--- src/rtl/idct4_pkg.sv ---
package idct4_pkg;
  localparam int DEF_DW   = 16;
  localparam int DEF_FRAC = 14;
  localparam int DEF_K8   = 15137;
  localparam int DEF_K16  = 11585;
  localparam int DEF_K24  = 6270;
endpackage

--- src/rtl/idct4_even.sv ---
module idct4_even #(
  parameter int DW  = 16,
  parameter int PW  = 32,
  parameter int K16 = 11585
) (
  input  logic signed [DW-1:0] x0,
  input  logic signed [DW-1:0] x2,
  output logic signed [PW-1:0] ev_a,
  output logic signed [PW-1:0] ev_b
);
  logic signed [DW-1:0] sum_w, dif_w;
  logic signed [PW-1:0] sum_x, dif_x, k_x;

  always_comb begin
    sum_w = x0 + x2;
    dif_w = x0 - x2;
    sum_x = {{(PW-DW){sum_w[DW-1]}}, sum_w};
    dif_x = {{(PW-DW){dif_w[DW-1]}}, dif_w};
    k_x   = PW'(K16);
    ev_a  = sum_x * k_x;
    ev_b  = dif_x * k_x;
  end
endmodule

--- src/rtl/idct4_odd.sv ---
module idct4_odd #(
  parameter int DW  = 16,
  parameter int PW  = 32,
  parameter int K8  = 15137,
  parameter int K24 = 6270
) (
  input  logic signed [DW-1:0] x1,
  input  logic signed [DW-1:0] x3,
  output logic signed [PW-1:0] od_p,
  output logic signed [PW-1:0] od_q
);
  logic signed [PW-1:0] x1_x, x3_x, k8_x, k24_x;

  always_comb begin
    x1_x  = {{(PW-DW){x1[DW-1]}}, x1};
    x3_x  = {{(PW-DW){x3[DW-1]}}, x3};
    k8_x  = PW'(K8);
    k24_x = PW'(K24);
    od_p  = x1_x * k24_x - x3_x * k8_x;
    od_q  = x1_x * k8_x + x3_x * k24_x;
  end
endmodule

--- src/rtl/idct4_rndsat.sv ---
module idct4_rndsat #(
  parameter int DW   = 16,
  parameter int PW   = 32,
  parameter int FRAC = 14
) (
  input  logic signed [PW-1:0] wide_in,
  output logic signed [DW-1:0] narrow_out
);
  localparam logic signed [PW:0] RND  = {{(PW-FRAC+1){1'b0}}, 1'b1, {(FRAC-1){1'b0}}};
  localparam logic signed [PW:0] MAXV = {{(PW-DW+2){1'b0}}, {(DW-1){1'b1}}};
  localparam logic signed [PW:0] MINV = {{(PW-DW+2){1'b1}}, {(DW-1){1'b0}}};

  logic signed [PW:0] biased, shifted;

  always_comb begin
    biased  = {wide_in[PW-1], wide_in} + RND;
    shifted = biased >>> FRAC;
    if (shifted > MAXV)      narrow_out = MAXV[DW-1:0];
    else if (shifted < MINV) narrow_out = MINV[DW-1:0];
    else                     narrow_out = shifted[DW-1:0];
  end
endmodule

--- src/rtl/idct4_stage.sv ---
module idct4_stage
  import idct4_pkg::*;
#(
  parameter int DW   = DEF_DW,
  parameter int FRAC = DEF_FRAC,
  parameter int K8   = DEF_K8,
  parameter int K16  = DEF_K16,
  parameter int K24  = DEF_K24
) (
  input  logic                 clk,
  input  logic                 rst_n,
  input  logic                 in_valid,
  input  logic signed [DW-1:0] c0,
  input  logic signed [DW-1:0] c1,
  input  logic signed [DW-1:0] c2,
  input  logic signed [DW-1:0] c3,
  output logic                 out_valid,
  output logic signed [DW-1:0] y0,
  output logic signed [DW-1:0] y1,
  output logic signed [DW-1:0] y2,
  output logic signed [DW-1:0] y3
);
  localparam int PW = 2 * DW;
  localparam int NW = 4;

  logic signed [PW-1:0] wide [NW];
  logic signed [DW-1:0] nar  [NW];
  logic signed [DW-1:0] y0_d, y1_d, y2_d, y3_d;

  idct4_even #(.DW(DW), .PW(PW), .K16(K16)) u_even (
    .x0(c0), .x2(c2), .ev_a(wide[0]), .ev_b(wide[1])
  );

  idct4_odd #(.DW(DW), .PW(PW), .K8(K8), .K24(K24)) u_odd (
    .x1(c1), .x3(c3), .od_p(wide[2]), .od_q(wide[3])
  );

  for (genvar g = 0; g < NW; g++) begin : g_nar
    idct4_rndsat #(.DW(DW), .PW(PW), .FRAC(FRAC)) u_rs (
      .wide_in(wide[g]), .narrow_out(nar[g])
    );
  end

  // Butterfly, wrapping in DW bits: nar = {a, b, p, q}
  always_comb begin
    y0_d = nar[0] + nar[3];
    y1_d = nar[1] + nar[2];
    y2_d = nar[1] - nar[2];
    y3_d = nar[0] - nar[3];
  end

  always_ff @(posedge clk or negedge rst_n) begin
    if (!rst_n) begin
      out_valid <= 1'b0;
      y0 <= '0;
      y1 <= '0;
      y2 <= '0;
      y3 <= '0;
    end else begin
      out_valid <= in_valid;
      if (in_valid) begin
        y0 <= y0_d;
        y1 <= y1_d;
        y2 <= y2_d;
        y3 <= y3_d;
      end
    end
  end


  valid_rise_chk: assert property (@(posedge clk) disable iff (!rst_n)
    in_valid |=> out_valid);

  valid_drop_chk: assert property (@(posedge clk) disable iff (!rst_n)
    !in_valid |=> !out_valid);

  hold_chk: assert property (@(posedge clk) disable iff (!rst_n)
    !in_valid |=> ($stable(y0) && $stable(y1) && $stable(y2) && $stable(y3)));

  q_sign_chk: assert property (@(posedge clk) disable iff (!rst_n)
    !wide[3][PW-1] |-> !nar[3][DW-1]);

  p_sign_chk: assert property (@(posedge clk) disable iff (!rst_n)
    !wide[2][PW-1] |-> !nar[2][DW-1]);
endmodule

--- config.mk ---
export PLATFORM = sky130hd
export DESIGN_NAME = idct4_stage
export DESIGN_NICKNAME = d
export VERILOG_FILES = /design/src/rtl/idct4_pkg.sv /design/src/rtl/idct4_even.sv /design/src/rtl/idct4_odd.sv /design/src/rtl/idct4_rndsat.sv /design/src/rtl/idct4_stage.sv
export SDC_FILE = /design/constraint.sdc
export NUM_CORES = 2
export LEC_CHECK = 0
export BUFFER_PORTS_ARGS = -buffer_cell sky130_fd_sc_hd__buf_2
export CAP_MARGIN = 20
export CORE_MARGIN = 1
export CORE_UTILIZATION = 25
export DETAILED_ROUTE_END_ITERATION = 10
export GPL_ROUTABILITY_DRIVEN = 0
export HOLD_SLACK_MARGIN = 0.06
export PLACE_DENSITY = 0.46
export SLEW_MARGIN = 15
export SYNTH_ARGS = -nofsm -noshare
export SYNTH_HDL_FRONTEND = slang
export SYNTH_HIERARCHICAL = 1
export SYNTH_SLANG_ARGS = --single-unit
--- constraint.sdc ---
create_clock -name clk -period 2.04 [get_ports clk]
set_input_delay 0.306 -clock clk [delete_from_list [all_inputs] [get_ports clk]]
set_output_delay 0.306 -clock clk [all_outputs]
set_load 0.005 [all_outputs]
==> flow_summary.ini <==
[status]
status = complete, but fails checks
violations = negative setup slack

[drt]
drt-initial-drc-count = 804
wl_per_cell_microns = 14.8
dr.pass1.iters = 5
wl_met2_microns = 53100
ant_nets = 0
wl_met3_microns = 1720
highest_layer = met5
via_count = 30400
drt_wl_total_microns = 106000
via_per_inst = 4.23
wl_met1_microns = 49300
drc = 0

[worst_setup_path]
max_stage_delay_ns = 0.57
worstSetupStartpointType = primary input
worst_path_max_delay_cell = fa_1
critPathMaxFanout = 3
critPathArrivalTime_ns = 10.86
required_ns = 2.36
cp_top_family = adder cells
path_common_cell = fa_1
end_kind = register
path_class = in2reg
crit_buf_inv = 11

[finish]
nets = 6616
nFillCells = 14400
area_growth_pct = 44.7
fin_cells = 7175
multi_input_area_sq_um = 33000
layout-drive-gt1-share = 0.362
area.sequential_sq_um = 1580

[grt]
grt_use_total = 0.151
grt_max_degree = 38
grt.overflow.total = 0
antenna_found_initial = 1
grt_pass1_wl_microns = 172000
grt_pass1_vias = 33000

[yosys]
netlist_instances = 3979
postSynthAreaPerCell_sq_um = 8.93
syn-cell-area_sq_um = 35500
ys_warn_count = 6
syn-num-nets = 5299

[sta]
final-hold-violation-count = 0
timing.final.crit_share = 5.17
setup_slack_ns = -8.50
setup-tns-final_ns = -502.61
drv_slew = 0
whs_ns = 0.319
min_period_ns = 10.54
rsz0062_at_grt = yes
fin_skew_ns = 0
worst_pin_slew_ns = 0.610
slew_headroom = 0.589
setup_violations = 62
clock.fmax_mhz = 94.9

[die]
coreArea_sq_um = 140000
num_rows = 137
die_h_microns = 379
die_w_microns = 379
io_pins = 132
initial_core_util = 0.253
dieArea_sq_um = 144000

[placement]
port_buffers = 131
placedCellCount = 7010
dpl.hpwl_microns = 94000
pre_cts_ws_ns = -9.25

[clock_network]
cts.sinks = 63
cts_made_buffers = 9
cts_max_level = 3
cts_tree = done
clockRootBuffer = clkbuf_16
clkTransAtPathRegs_ns = 0.07
clk_latency_ns = 0.38
cts_buffer_depth = 2

[min_path]
min_path_type = in2reg

[job]
max_cap_viol_count = 0
==> area by class of cell <==
cell class,instances,share of cell area
Antenna cell,1,0.0000487
Clock buffer,12,0.00518
Clock inverter,1,0.0000974
Inverter,987,0.0734
Multi-Input combinational cell,2857,0.642
Sequential cell,63,0.0307
Tap cell,1876,0.0457
Timing Repair Buffer,1378,0.203
==> registers in the layout, summed over array words and instances, names as in the netlist <==
name,count
out_valid,1
y1,16
y2,15
y3,16
y0,15
==> through the flow <==
stage                     utilization  cell area (sq um)
after floorplan                     -              36700
after global placement          0.338              47500
after detailed placement        0.338              47500
after CTS                       0.359              50300
after global routing            0.367              51400
final                           0.367              51400
==> cells in the final DEF (no fill, tap or decap), types with 20 or more instances in the layout <==
cell type / count
a21oi_1: 133
ha_1: 667
o21ai_0: 70
o21ai_1: 44
fa_1: 485
nand2b_1: 29
nor3_1: 20
o211ai_1: 21
a21o_1: 75
nor2_1: 148
o21ai_2: 25
inv_1: 916
xnor2_1: 149
o21a_1: 39
buf_4: 1178
nor2b_1: 29
a21oi_2: 45
a31oi_1: 20
xor2_1: 84
ha_4: 75
buf_6: 77
inv_2: 51
nand2_1: 123
o21bai_1: 23
dfrtp_1: 63
nand3_1: 38
buf_2: 113
==> layer usage <==
metal,track usage,vias up
met5,0,-
met4,0.0287,2
met3,0.0132,77
met2,0.273,233
met1,0.196,14600
li1,-,15500
==> repair_timing <==
| item | CTS | global route |
|---|---|---|
| endpoints found under the hold margin | 29 | 0 |
| hold buffers | 1 | 0 |
| setup endpoints to repair | 62 | 62 |
| gates resized for setup | 374 | 167 |
| pin swaps | 257 | 146 |
| buffers inserted | 114 | 49 |
==> path summary, 6_finish.rpt <==
kind / start / endpoint / slack [ns] / cells after the start
max: c1[8] / y2[12] / -8.50 / 49
min: in_valid / out_valid / 0.32 / 2
max reg2reg: y2[15] / y2[15] / 0.99 / 3
min reg2reg: y3[1] / y3[1] / 0.50 / 2
max in group asynchronous: rst_n / y3[0] / 1.00 / 3
min in group asynchronous: rst_n / y1[6] / 0.39 / 2
Power is left out: the tool's default activity adds up to more than one toggle a clock period on the data nets, which glitch-free logic cannot reach.
